--- src/rtl/mdm_pkg.sv ---
package mdm_pkg;
  localparam int CTL_W  = 5;
  localparam int STAT_W = 8;
  localparam int NIB_W  = STAT_W / 2;

  // control bit positions
  localparam int C_DTR  = 0;
  localparam int C_RTS  = 1;
  localparam int C_OUT1 = 2;
  localparam int C_OUT2 = 3;
  localparam int C_LOOP = 4;

  // line-state nibble positions (status bits 7:4)
  localparam int L_CTS = 0;
  localparam int L_DSR = 1;
  localparam int L_RI  = 2;
  localparam int L_DCD = 3;

  localparam logic [NIB_W-1:0] IDLE_LINES = 4'b1010;

  typedef struct packed {
    logic loadCtl;
    logic clrDelta;
  } mdmStrobeT;

  function automatic logic [NIB_W-1:0] lineState(input logic [CTL_W-1:0] ctl);
    logic [NIB_W-1:0] res;
    if (ctl[C_LOOP]) begin
      res[L_CTS] = ctl[C_RTS];
      res[L_DSR] = ctl[C_DTR];
      res[L_RI]  = ctl[C_OUT1];
      res[L_DCD] = ctl[C_OUT2];
    end else begin
      res = IDLE_LINES;
    end
    return res;
  endfunction
endpackage

--- src/rtl/mdm_ctrl.sv ---
module mdm_ctrl
  import mdm_pkg::*;
(
  input  logic      wrEn,
  input  logic      rdEn,
  output mdmStrobeT strobe
);
  always_comb begin
    strobe.loadCtl  = wrEn;
    strobe.clrDelta = rdEn;
  end
endmodule

--- src/rtl/mdm_dp.sv ---
module mdm_dp
  import mdm_pkg::*;
#(
  parameter int DATA_W = 8
) (
  input  logic              clk,
  input  logic              rstN,
  input  mdmStrobeT         strobe,
  input  logic [DATA_W-1:0] wrData,
  output logic [CTL_W-1:0]  ctlQ,
  output logic [STAT_W-1:0] statQ,
  output logic              anyDelta
);
  logic [NIB_W-1:0] hiQ, dltQ, newHi, chg, dltNext;

  assign newHi = lineState(wrData[CTL_W-1:0]);

  // level lines flag any change; ring flags only its falling edge
  genvar gi;
  generate
    for (gi = 0; gi < NIB_W; gi++) begin : g_chg
      if (gi == L_RI) begin : g_trail
        assign chg[gi] = hiQ[gi] & ~newHi[gi];
      end else begin : g_level
        assign chg[gi] = hiQ[gi] ^ newHi[gi];
      end
    end
  endgenerate

  always_comb begin
    dltNext = strobe.clrDelta ? '0 : dltQ;
    if (strobe.loadCtl) dltNext = dltNext | chg;
  end

  always_ff @(posedge clk) begin
    if (!rstN) begin
      ctlQ <= '0;
      hiQ  <= IDLE_LINES;
      dltQ <= '0;
    end else begin
      if (strobe.loadCtl) begin
        ctlQ <= wrData[CTL_W-1:0];
        hiQ  <= newHi;
      end
      dltQ <= dltNext;
    end
  end

  assign statQ    = {hiQ, dltQ};
  assign anyDelta = |dltQ;
endmodule

--- src/rtl/mdm_loop_stat.sv ---
module mdm_loop_stat
  import mdm_pkg::*;
#(
  parameter int DATA_W = 8
) (
  input  logic              clk,
  input  logic              rstN,
  input  logic              ctlWrEn,
  input  logic [DATA_W-1:0] ctlWrData,
  input  logic              statRdEn,
  output logic [CTL_W-1:0]  ctlReg,
  output logic [STAT_W-1:0] statReg,
  output logic              deltaPend
);
  mdmStrobeT strobe;

  mdm_ctrl ctrl_i (
    .wrEn   (ctlWrEn),
    .rdEn   (statRdEn),
    .strobe (strobe)
  );

  mdm_dp #(.DATA_W(DATA_W)) dp_i (
    .clk      (clk),
    .rstN     (rstN),
    .strobe   (strobe),
    .wrData   (ctlWrData),
    .ctlQ     (ctlReg),
    .statQ    (statReg),
    .anyDelta (deltaPend)
  );
endmodule

--- config.mk ---
export PLATFORM = sky130hd
export DESIGN_NAME = mdm_loop_stat
export DESIGN_NICKNAME = d
export VERILOG_FILES = /design/src/rtl/mdm_pkg.sv /design/src/rtl/mdm_ctrl.sv /design/src/rtl/mdm_dp.sv /design/src/rtl/mdm_loop_stat.sv
export SDC_FILE = /design/constraint.sdc
export NUM_CORES = 1
export LEC_CHECK = 0
export BUFFER_PORTS_ARGS = -buffer_cell sky130_fd_sc_hd__buf_2
export CAP_MARGIN = 15
export CORE_AREA = 2 2 43 45
export CTS_CLUSTER_DIAMETER = 50
export DETAILED_ROUTE_END_ITERATION = 16
export DIE_AREA = 0 0 45 47
export PLACE_DENSITY = 0.67
export REMOVE_ABC_BUFFERS = 1
export SETUP_SLACK_MARGIN = 0.3
export SLEW_MARGIN = 0
export SYNTH_ARGS = -nofsm -noshare
export SYNTH_HDL_FRONTEND = slang
export SYNTH_HIERARCHICAL = 1
export SYNTH_SLANG_ARGS = --single-unit
--- constraint.sdc ---
create_clock -name clk -period 0.89 [get_ports clk]
set_clock_uncertainty 0.1 [all_clocks]
set_input_delay 0.0445 -clock clk [delete_from_list [all_inputs] [get_ports clk]]
set_output_delay 0.0445 -clock clk [all_outputs]
set_load 0.02 [all_outputs]
# After elaboration in Yosys (flattened, before gate mapping)
# Cells that the tools add are included.
dict set report totals {
  regBits 13
  inputBits 12
  out_inout_bits 14
  word_cells 13
}
dict set report classes {
  muxes 3
  bitwise 6
  n_reduce_logical 1
}
# op n
set ops {}
lappend ops {{4-bit two-way mux} 3}
lappend ops {{4-bit bitwise OR} 1}
lappend ops {{4-bit OR reduction} 1}
lappend ops {{1-bit XOR} 3}
lappend ops {{1-bit AND} 1}
lappend ops {{1-bit inverter} 1}

# Logic depth before layout (Yosys ltp)
# Gate-level depths: netlist (run 1).
dict set report logic_depth {
  word_depth 5
  depth_mapped 5
  ltp_nobuf 3
}

# By module
# Netlist (run 1), hierarchy kept.
# module instances cells_per_inst area_per_inst_um2 seq_area_each_um2
set by_module_without_submodules {}
lappend by_module_without_submodules {mdm_dp 1 58 610.6 260.2}
lappend by_module_without_submodules {mdm_ctrl 1 2 15.0 0.0}

# Worst setup path after synthesis (run 1)
# No wires, ideal clock.
dict set report synth_timing {
  path_type {register to output}
  from {register dp_i.dltQ[2]}
  to {output deltaPend}
  arrival_time_ps 1012
  required_ps 745
  slack_ps -266
  path_stages_with_launch 2
  path_buffers 0
  path_cell_list {dfxtp_1 > or4_1}
}
dict set report synth_between {
  elab_chain_cells 1
}
# item line
set synth_rtl {}
lappend synth_rtl {{from (decl)} mdm_dp.sv:14} ;# logic [NIB_W-1:0] hiQ, dltQ, newHi, chg, dltNext;
lappend synth_rtl {{from (signal assigned)} mdm_dp.sv:45} ;# dltQ <= dltNext;
lappend synth_rtl {{4-bit OR reduction} mdm_dp.sv:50} ;# assign anyDelta = |dltQ;
lappend synth_rtl {{to (decl)} mdm_loop_stat.sv:13} ;# output logic deltaPend
# No other way between the ends.

# Final worst setup path (run 1)
dict set report layout_timing {
  from {register dp_i.dltQ[3]}
  to {output deltaPend}
}
# Same word-level chain as after synthesis.

==> results of run 1 <==
==> worst max path at each step <==
| stage | slack (ps) | startpoint | cells past startpoint | to |
|---|---|---|---|---|
| after floorplan | -270 | dp_i/dltQ[2] | 1 | deltaPend |
| after global placement | -200 | dp_i/dltQ[2] | 2 | deltaPend |
| after detailed placement | -220 | dp_i/dltQ[2] | 2 | deltaPend |
| after CTS | -520 | dp_i/dltQ[3] | 2 | deltaPend |
| after global routing | -550 | dp_i/dltQ[3] | 2 | deltaPend |
| final | -510 | dp_i/dltQ[3] | 2 | deltaPend |
==> per-stage QoR <==
| step | worst slack (ps) | area, um2 | hold WS, ps | std cells | total power, mW |
|---|---|---|---|---|---|
| 3_5_place_dp | -219 | 763 | 137 | 100 | 0.873 |
| 6_report | -509 | 946 | -149 | 106 | 1.29 |
| 4_1_cts | -521 | 935 | -159 | 106 | 1.31 |
| 3_3_place_gp | -203 | 763 | 132 | 100 | 0.868 |
| 2_1_floorplan | -266 | 567 | 6.44 | 54 | 0.758 |
| 5_1_grt | -551 | 946 | -147 | 106 | 1.37 |
==> sequential cells by signal (all words and copies together), names as in the netlist <==
name       cells
dp_i/ctlQ      5
dp_i/dltQ      4
dp_i/hiQ       4
==> kinds of logic (layout without fill, tap and decap cells) <==
| group | after synthesis | count (layout) | synth area share |
|---|---|---|---|
| AND/OR/NAND/NOR | 26 | 26 | 0.276 |
| flip-flops | 13 | 13 | 0.416 |
| buffers and inverters | 8 | 37 | 0.106 |
| multiplexers | 7 | 7 | 0.112 |
| AO/OA/AOI/OAI | 6 | 6 | 0.0900 |
==> layout make-up <==
class,instances,share of cell area
inverter,2,0.00794
clock buffer,4,0.0278
tap,17,0.0225
multi-input combinational,39,0.336
sequential,13,0.296
timing repair buffer,31,0.310
==> power breakdown <==
| part | total [mW] | internal [mW] | switching, mW |
|---|---|---|---|
| Combinational | 0.295 | 0.157 | 0.138 |
| Sequential | 0.633 | 0.611 | 0.0221 |
| Clock | 0.359 | 0.174 | 0.186 |
==> metal layers <==
metal / share of wire / GRT usage
met5: 0 / 0
met4: 0.017 / 0.0706
met3: 0.065 / 0.0346
met2: 0.46 / 0.220
met1: 0.46 / 0.184
==> placed cells by master (no fill, tap or decap), types with 2 or more instances in the layout <==
| master | synthesis | routed |
|---|---|---|
| nor2_1 | 6 | 6 |
| mux2i_1 | 7 | 7 |
| clkbuf_4 | 0 | 3 |
| a31oi_2 | 3 | 3 |
| buf_4 | 3 | 4 |
| nand2_1 | 7 | 6 |
| dfxtp_4 | 0 | 2 |
| nand2b_1 | 2 | 2 |
| buf_6 | 1 | 18 |
| nand4b_1 | 3 | 3 |
| nand3b_4 | 2 | 2 |
| inv_1 | 2 | 2 |
| buf_2 | 1 | 8 |
| dfxtp_2 | 0 | 10 |
| nand3_1 | 2 | 2 |
| a21oi_2 | 0 | 2 |
==> timing repair <==
action,CTS,global route
buffers inserted,2,0
endpoints found under the hold margin,10,8
endpoints found under the setup margin,27,27
resized for setup,47,4
pin swaps,8,2
==> worst max-delay path: stages, from the launching register on <==
cell	delay, ps
dfxtp_1	310
or4_4	530
buf_6	150
==> key figures, run 1 <==
Outcome
  • Status: finished, violations left
  • Failing checks: negative hold slack, negative setup slack

Finish
  • Fill cells: 155
  • Multi-input logic area: 318 um2
  • Nets: 102
  • Share of cells above drive strength 1: 0.652
  • Diode count: 0
  • Reg area: 280 um2
  • Post-route core utilization: 0.573
  • Layout area overhead: 51.2%

Placement
  • RePlAce Congestion: 0.701
  • IO Port Bufs: 22
  • HPWL after DPL: 873 um

Floorplan
  • Core area: 0.00165 mm2
  • Die height: 47 um
  • Die area: 0.00212 mm2
  • Boundary pin count: 26
  • Initial Util: 0.379
  • Die X: 45 um
  • Rows: 15

Timing
  • Max frequency: 0.715 GHz
  • Tcrit/Tclk final: 1.57
  • Final setup margin: -509 ps
  • Final setup viols: 8
  • Relative slew slack: 0.883
  • Min cycle time layout: 1400 ps
  • Least-Margin Pin Slew: 171 ps
  • RSZ-0062 raised after global routing: true
  • Hold Violations, Final: 9
  • Setup_tns: -906 ps
  • Final hold slack: -149 ps
  • Max Slew Vio Count: 0

Worst hold path
  • Hold depth: 2
  • Hold path start: rstN
  • Worst hold-check path type: input port to flip-flop
  • Hold endpoint: dp_i/hiQ[3]

Yosys
  • Count leader, synth: dfxtp_1
  • Post-synth EDFFs: 0
  • Cell variety after synth: 19
  • Mean Syn Cell Area: 10.4 um2
  • Async SR Flop Fraction: 0
  • Sequential-to-total area share from yosys stat: 0.416
  • Most frequent cells after synthesis: dfxtp_1 (13), mux2i_1 (7), nand2_1 (7)
  • FF+latch count, synth: 13
  • Synth warn: 6
  • Synth area leader: dfxtp_1
  • Mapped Cells: 60
  • Synth Flop Type: dfxtp_1
  • Synth top area share: 0.416
  • Synth area leaders: dfxtp_1 (42%), mux2i_1 (11%), nand3b_4 (6.4%), a31oi_2 (6.0%), nand2_1 (4.2%)
  • Post-Syn Area: 626 um2

Clock network
  • CTS tree: yes
  • Clock tree buffer depth: 2
  • Worst-path clk slew: 80 ps
  • Root buffer cell: clkbuf_4
  • CTS Sinks: 13
  • CTS Buf Count: 3
  • Clock Latency Late Sink: 270 ps
  • CTS HTree Levels: 1

Detailed routing
  • DRT iter0 DRCs: 1
  • Vias per cell: 4.89
  • Drt pass-1 iters: 2
  • Routed Antenna Nets: 0
  • Routed Wire Length: 1240 um
  • Routed len/inst: 11.7 um
  • Vias: 518
  • Drt drc: 0

Global routing
  • Gr ovfl total: 0
  • Antenna violations before repair: 0
  • Vias in the first global route: 484
  • First-pass GRT wire length: 2120 um
  • GRT Overall Usage: 0.142
  • Largest net degree at the start of global routing: 19

Critical path
  • Flop2flop setup slack: 20 ps
  • Critical Path AT: 1250 ps
  • Worst r2r dst: dp_i/dltQ[0]
  • R2r startpoint: dp_i/hiQ[0]
  • Crit Path Class: flip-flop to output pin
  • Crit end category: output pin
  • Worst EP required: 750 ps
  • R2r worst-path depth: 3
  • Max FO, Critical Path: 2
  • Startpoint Class: flip-flop

Pwr
  • VDD IR-drop max: 0.782 mV
  • P_leak: 0.428 nW
  • Pwr dens: 1360 mW/mm2

Job
  • Max Cap Violations: 0
No activity file was read; power rests on OpenSTA's default activity.
==> run 2: changes to the inputs <==
PLACE_DENSITY = 0.65   (was 0.67)
clock period = 1.8 ns   (was 0.89 ns; I/O delays follow)
==> run 2 against run 1 <==
Effect of this change:
- the run now ends clean
- non-clock buffer count is 4 lower
- sequential power is 51% lower
- final cell count is 3.8% lower
- hold slack better by 190 ps
- power is 53% lower
- setup slack better by 850 ps
- sequential cell count stayed put
- critical endpoint unchanged
==> key figures, run 2 (synthesis gave the netlist of run 1 again) <==
Floorplan
  • Boundary pin count: 26 (unchanged)
  • Initial Util: 0.379 (unchanged)
  • Die X: 45 um (unchanged)
  • Die area: 0.00212 mm2 (unchanged)
  • Core area: 0.00165 mm2 (unchanged)
  • Die height: 47 um (unchanged)
  • Rows: 15 (unchanged)

Timing
  • Max frequency: 0.685 GHz
  • Final setup viols: 0 (-8)
  • Least-Margin Pin Slew: 439 ps (+268 ps)
  • Final setup margin: 340 ps (+850 ps)
  • Final hold slack: 43.4 ps (+192 ps)
  • RSZ-0062 raised after global routing: false
  • Relative slew slack: 0.707 (-0.175)
  • Hold Violations, Final: 0 (-9)
  • Max Slew Vio Count: 0 (unchanged)
  • Min cycle time layout: 1460 ps
  • Tcrit/Tclk final: 0.811
  • Setup_tns: 0 ps (+906 ps)

Global routing
  • First-pass GRT wire length: 1650 um (-22%)
  • Gr ovfl total: 0 (unchanged)
  • Met1 usage in global routing: 0.141 (-0.0429)
  • M2 GR Usage: 0.163 (-0.0571)
  • Vias in the first global route: 412 (-15%)
  • GRT Overall Usage: 0.113 (-0.0284)
  • Most Used Layer, Global Route: met2
  • Antenna violations before repair: 0 (unchanged)
  • GR Util met3: 0.0462 (+0.0115)
  • Largest net degree at the start of global routing: 19 (unchanged)

Clock network
  • CTS Buf Count: 3 (unchanged)
  • CTS tree: yes
  • CTS Sinks: 13 (unchanged)
  • Root buffer cell: clkbuf_4
  • Clock Latency Late Sink: 280 ps (about the same)
  • Post-CTS Setup Repair Bufs: 0 (-2)
  • CTS HTree Levels: 1 (unchanged)
  • Clock tree buffer depth: 2 (unchanged)
  • Worst-path clk slew: 80 ps (about the same)

Detailed routing
  • Routed len/inst: 11.2 um (-4.1%)
  • Routed Antenna Nets: 0 (unchanged)
  • Routed Wire Length: 1150 um (-7.7%)
  • Vias: 511 (-1.4%)
  • Drt drc: 0 (unchanged)
  • Vias per cell: 5.01 (+2.5%)
  • DRT iter0 DRCs: 5 (+4)
  • Drt pass-1 iters: 4 (+2)

Finish
  • Diode count: 0 (unchanged)
  • Most frequent cells in the layout: buf_2 (21), dfxtp_1 (12), mux2i_1 (7), nand2_1 (7), nor2_1 (6)
  • Largest register FFs: 5 (unchanged)
  • Final std cells w/o fill: 102 (-3.8%)
  • Most flop-heavy register: dp_i/ctlQ
  • Leading cell type in the layout, fill and taps excluded: buf_2
  • Top flop regs: dp_i/ctlQ: 5 flops, dp_i/dltQ: 4 flops, dp_i/hiQ: 4 flops
  • Nets: 98 (-3.9%)
  • Share of cells above drive strength 1: 0.424 (-0.228)
  • Cell area after layout: 787 um2 (-17%)
  • Layout area overhead: 25.8%

Placement
  • Placed Cells: 93 (-7.0%)
  • Placed instance area: 698 um2 (-8.5%)
  • RePlAce Congestion: 0.648 (-7.6%)
  • Place WS: 646 ps (+865 ps)
  • HPWL after DPL: 788 um (-9.8%)
  • IO Port Bufs: 22 (unchanged)

Worst hold path
  • Hold endpoint: dp_i/dltQ[1]
  • Hold depth: 4 (+2)
  • Hold path start: statRdEn
  • Worst hold-check path type: input port to flip-flop

Critical path
  • Worst EP required: 1610 ps (+860 ps)
  • Crit end category: output pin
  • Flop2flop setup slack: 910 ps (+890 ps)
  • Critical Path AT: 1270 ps (+20 ps)
  • Crit Path Class: flip-flop to output pin
  • Worst r2r dst: dp_i/dltQ[0]
  • R2r startpoint: dp_i/hiQ[0]
  • Startpoint Class: flip-flop
  • R2r worst-path depth: 2 (-1)
  • Max FO, Critical Path: 3 (+1)

Job
  • Max Cap Violations: 0 (unchanged)

Pwr
  • Pwr dens: 770 mW/mm2 (-43%)
  • VDD IR-drop max: 0.310 mV (-60%)
  • P_leak: 0.372 nW (-13%)

Outcome
  • Status: completed
-- run 2: changes by cell type in the layout (fill, tap and decap cells not counted), sizes merged --
cell	previous run	this run
buf	31	22
clkbuf	4	3
clkinv	0	1
dlygate4sd3	0	5
-- run 2: critical path: stages, from the launching register on --
cell and delay [ps]:
dfxtp_1 330, or4_4 530, buf_6 140
-- run 2: what timing repair did --
item                                    in CTS  in global routing
resized for setup                            0                  4
hold buffers                                 5                  0
endpoints found under the setup margin       0                  1
endpoints found under the hold margin        8                  0
-- run 2: cell type report --
class | count | area (um2)
clock buffers | 3 | 22.5
fillers | 165 | 865
multi-input cells | 39 | 303
inverters | 2 | 7.51
flip-flops and latches | 13 | 262
clock inverters | 1 | 5.00
repair buffers | 27 | 166
well taps | 17 | 21.3
-- run 2: stage by stage --
step | total power [mW] | util
3_5_place_dp | 0.417 | 0.423
6_report | 0.606 | 0.477
2_1_floorplan | 0.375 | -
5_1_grt | 0.638 | 0.477
3_3_place_gp | 0.416 | 0.423
4_1_cts | 0.609 | 0.470
-- run 2: metal layers --
metal / share of wire / routed length, um
met5: 0 / 0
met4: 0 / 0
met3: 0.065 / 74
met2: 0.45 / 516
met1: 0.49 / 556
-- run 2: worst max-delay path by stage --
| stage | end | from | cells after the start | slack [ps] |
|---|---|---|---|---|
| 2_1_floorplan | deltaPend | dp_i/dltQ[2] | 1 | 600 |
| 3_3_place_gp | deltaPend | dp_i/dltQ[2] | 2 | 650 |
| 3_5_place_dp | deltaPend | dp_i/dltQ[2] | 2 | 650 |
| 4_1_cts | deltaPend | dp_i/dltQ[2] | 2 | 330 |
| 5_1_grt | deltaPend | dp_i/dltQ[3] | 2 | 300 |
| 6_report | deltaPend | dp_i/dltQ[3] | 2 | 340 |
-- run 2: report_power, final --
part | switching (mW) | leakage (nW) | total (mW) | internal [mW]
combinational | 0.0623 | 0.247 | 0.115 | 0.0526
clock | 0.0986 | 0.0177 | 0.181 | 0.0824
sequential | 0.00866 | 0.107 | 0.310 | 0.301
==> run 3: changes to the inputs <==
PLACE_DENSITY = 0.67   (was 0.65)
clock period = 1.17 ns   (was 1.8 ns; I/O delays follow)
==> run 3 against run 2 <==
Effect of this change:
- the flow now finishes with violations (negative setup slack)
- count of clock-buffer cells in the layout unchanged
- clock power up 55%
- register-to-register slack worse by 670 ps
- sequential share of layout area down 4.7 points
- first-iteration DRC count up 100%
- final cell count up 6.9%
- die area unchanged
- routed wire length up 21%
- critical path depth unchanged
- global-route usage up 3.2 points
- largest cell class is now buffers
==> key figures, run 3 (synthesis gave the netlist of run 1 again) <==
Outcome
  • Status: finished, violations left
  • Failing checks: negative setup slack

Critical path
  • Flop2flop setup slack: 240 ps (-670 ps)
  • Worst Setup SP: dp_i/dltQ[3]
  • R2r startpoint: dp_i/dltQ[3]
  • Max FO, Critical Path: 2 (-1)
  • Critical Path AT: 1260 ps (about the same)
  • Startpoint Class: flip-flop
  • Crit end category: output pin
  • Worst EP required: 1010 ps (-600 ps)
  • Crit Path Class: flip-flop to output pin

Floorplan
  • Die X: 45 um (unchanged)
  • Boundary pin count: 26 (unchanged)
  • Core area: 0.00165 mm2 (unchanged)
  • Rows: 15 (unchanged)
  • Die height: 47 um (unchanged)
  • Initial Util: 0.379 (unchanged)
  • Die area: 0.00212 mm2 (unchanged)

Clock network
  • CTS Sinks: 13 (unchanged)
  • Worst-path clk slew: 80 ps (about the same)
  • Clock tree buffer depth: 2 (unchanged)
  • CTS tree: yes
  • Root buffer cell: clkbuf_4
  • Clock Latency Late Sink: 270 ps (about the same)
  • CTS HTree Levels: 1 (unchanged)
  • CTS Buf Count: 3 (unchanged)

Global routing
  • Antenna violations before repair: 0 (unchanged)
  • Largest net degree at the start of global routing: 19 (unchanged)
  • Vias in the first global route: 474 (+15%)
  • GRT Overall Usage: 0.145 (+0.0318)
  • First-pass GRT wire length: 2130 um (+29%)
  • Gr ovfl total: 0 (unchanged)

Placement
  • IO Port Bufs: 22 (unchanged)
  • Placed instance area: 718 um2 (+2.9%)
  • Placed Cells: 94 (+1.1%)
  • HPWL after DPL: 844 um (+7.1%)
  • RePlAce Congestion: 0.683 (+5.4%)

Detailed routing
  • Drt pass-1 iters: 4 (unchanged)
  • Met1 wire length: 612 um (+10%)
  • Wire length on met3: 65 um (-12%)
  • Routed len/inst: 12.7 um (+13%)
  • DRT iter0 DRCs: 10 (+5)
  • Top Metal Used: met4
  • Vias per cell: 4.99 (-0.38%)
  • Met2 wire len: 686 um (+33%)
  • Drt drc: 0 (unchanged)
  • Routed Antenna Nets: 0 (unchanged)
  • Routed Wire Length: 1380 um (+21%)
  • Vias: 544 (+6.5%)

Finish
  • Reg area: 279 um2 (+6.7%)
  • Cell area after layout: 978 um2 (+24%)
  • Fill cells: 152 (-7.9%)
  • Most flop-heavy register: dp_i/ctlQ
  • Layout area overhead: 56.4%
  • Top flop regs: dp_i/ctlQ: 5 flops, dp_i/dltQ: 4 flops, dp_i/hiQ: 4 flops
  • Share of cells above drive strength 1: 0.620 (+0.196)
  • Leading cell type in the layout, fill and taps excluded: buf_6
  • Multi-input logic area: 309 um2 (+2.1%)
  • Most frequent cells in the layout: buf_6 (17), dfxtp_2 (12), buf_2 (8)
  • Diode count: 0 (unchanged)
  • Nets: 105 (+7.1%)
  • Largest register FFs: 5 (unchanged)
  • Final std cells w/o fill: 109 (+6.9%)

Timing
  • Max Slew Vio Count: 0 (unchanged)
  • RSZ-0062 raised after global routing: true
  • Final setup margin: -252 ps (-592 ps)
  • Max frequency: 0.703 GHz
  • Least-Margin Pin Slew: 421 ps (-18.3 ps)
  • Relative slew slack: 0.719 (+0.0119)
  • Final setup viols: 1 (+1)
  • Hold Violations, Final: 0 (unchanged)
  • Tcrit/Tclk final: 1.22
  • Min cycle time layout: 1420 ps
  • Setup_tns: -252 ps (-252 ps)

Pwr
  • Pwr dens: 1020 mW/mm2 (+33%)
  • Total Power: 999 uW (+65%)
  • VDD IR-drop max: 0.621 mV (+100%)
  • P_leak: 0.472 nW (+27%)

Worst hold path
  • Hold path start: ctlWrData[3]
  • Worst hold-check path type: input port to flip-flop

Job
  • Max Cap Violations: 0 (unchanged)
## run 3: cell count changes in the layout (fill, tap and decap cells not counted), moves of 3 or more
cell and change:
buf_2 -13, buf_6 +16, dlymetal6s4s_1 +4, dfxtp_1 -12
dlygate4sd3_1 -4, buf_4 +3, dfxtp_2 +11
## run 3: path summary, 6_finish.rpt
check        cells after the start            to
max                              2     deltaPend
min                              3  dp_i/dltQ[3]
max reg2reg                      4  dp_i/dltQ[3]
min reg2reg                      2   dp_i/hiQ[3]
## run 3: layer usage
metal  global-route usage  vias up
met4               0.0706        0
met1                0.185      253
met2                0.231       16
met3               0.0346        4
li1                     -      271
met5                    0        -
## run 3: timing repair
action                     CTS  global route
pin swaps                    3             1
buffers inserted             4             2
hold endpoints to repair     8             0
setup endpoints to repair   15            21
gates resized for setup     43             9
hold buffers                 5             0
## run 3: power by group
| part | total, mW | internal [mW] | leakage [nW] | switching [mW] |
|---|---|---|---|---|
| Sequential | 0.484 | 0.466 | 0.111 | 0.0179 |
| Clock | 0.280 | 0.127 | 0.0177 | 0.153 |
| Combinational | 0.234 | 0.128 | 0.344 | 0.106 |
## run 3: metrics by stage
stage                     hold slack (ps)  worst slack (ps)   util
final                                2.31              -252  0.592
after global routing                 6.42              -285  0.592
after CTS                          -0.651              -265  0.567
after detailed placement              148              39.8  0.435
after global placement                145              49.8  0.435
after floorplan                      20.4            -0.236      -
## run 3: critical path, cell delays in order, from the launching register on
cell,delay (ps)
dfxtp_2,330
or4_4,520
buf_6,140
## run 3: final cells by class
class                           instances  area share
Inverter                                2     0.00767
Tap cell                               17      0.0217
Clock buffer                            3      0.0230
Clock inverter                          1     0.00512
Sequential cell                        13       0.285
Multi-Input combinational cell         39       0.316
Timing Repair Buffer                   34       0.341
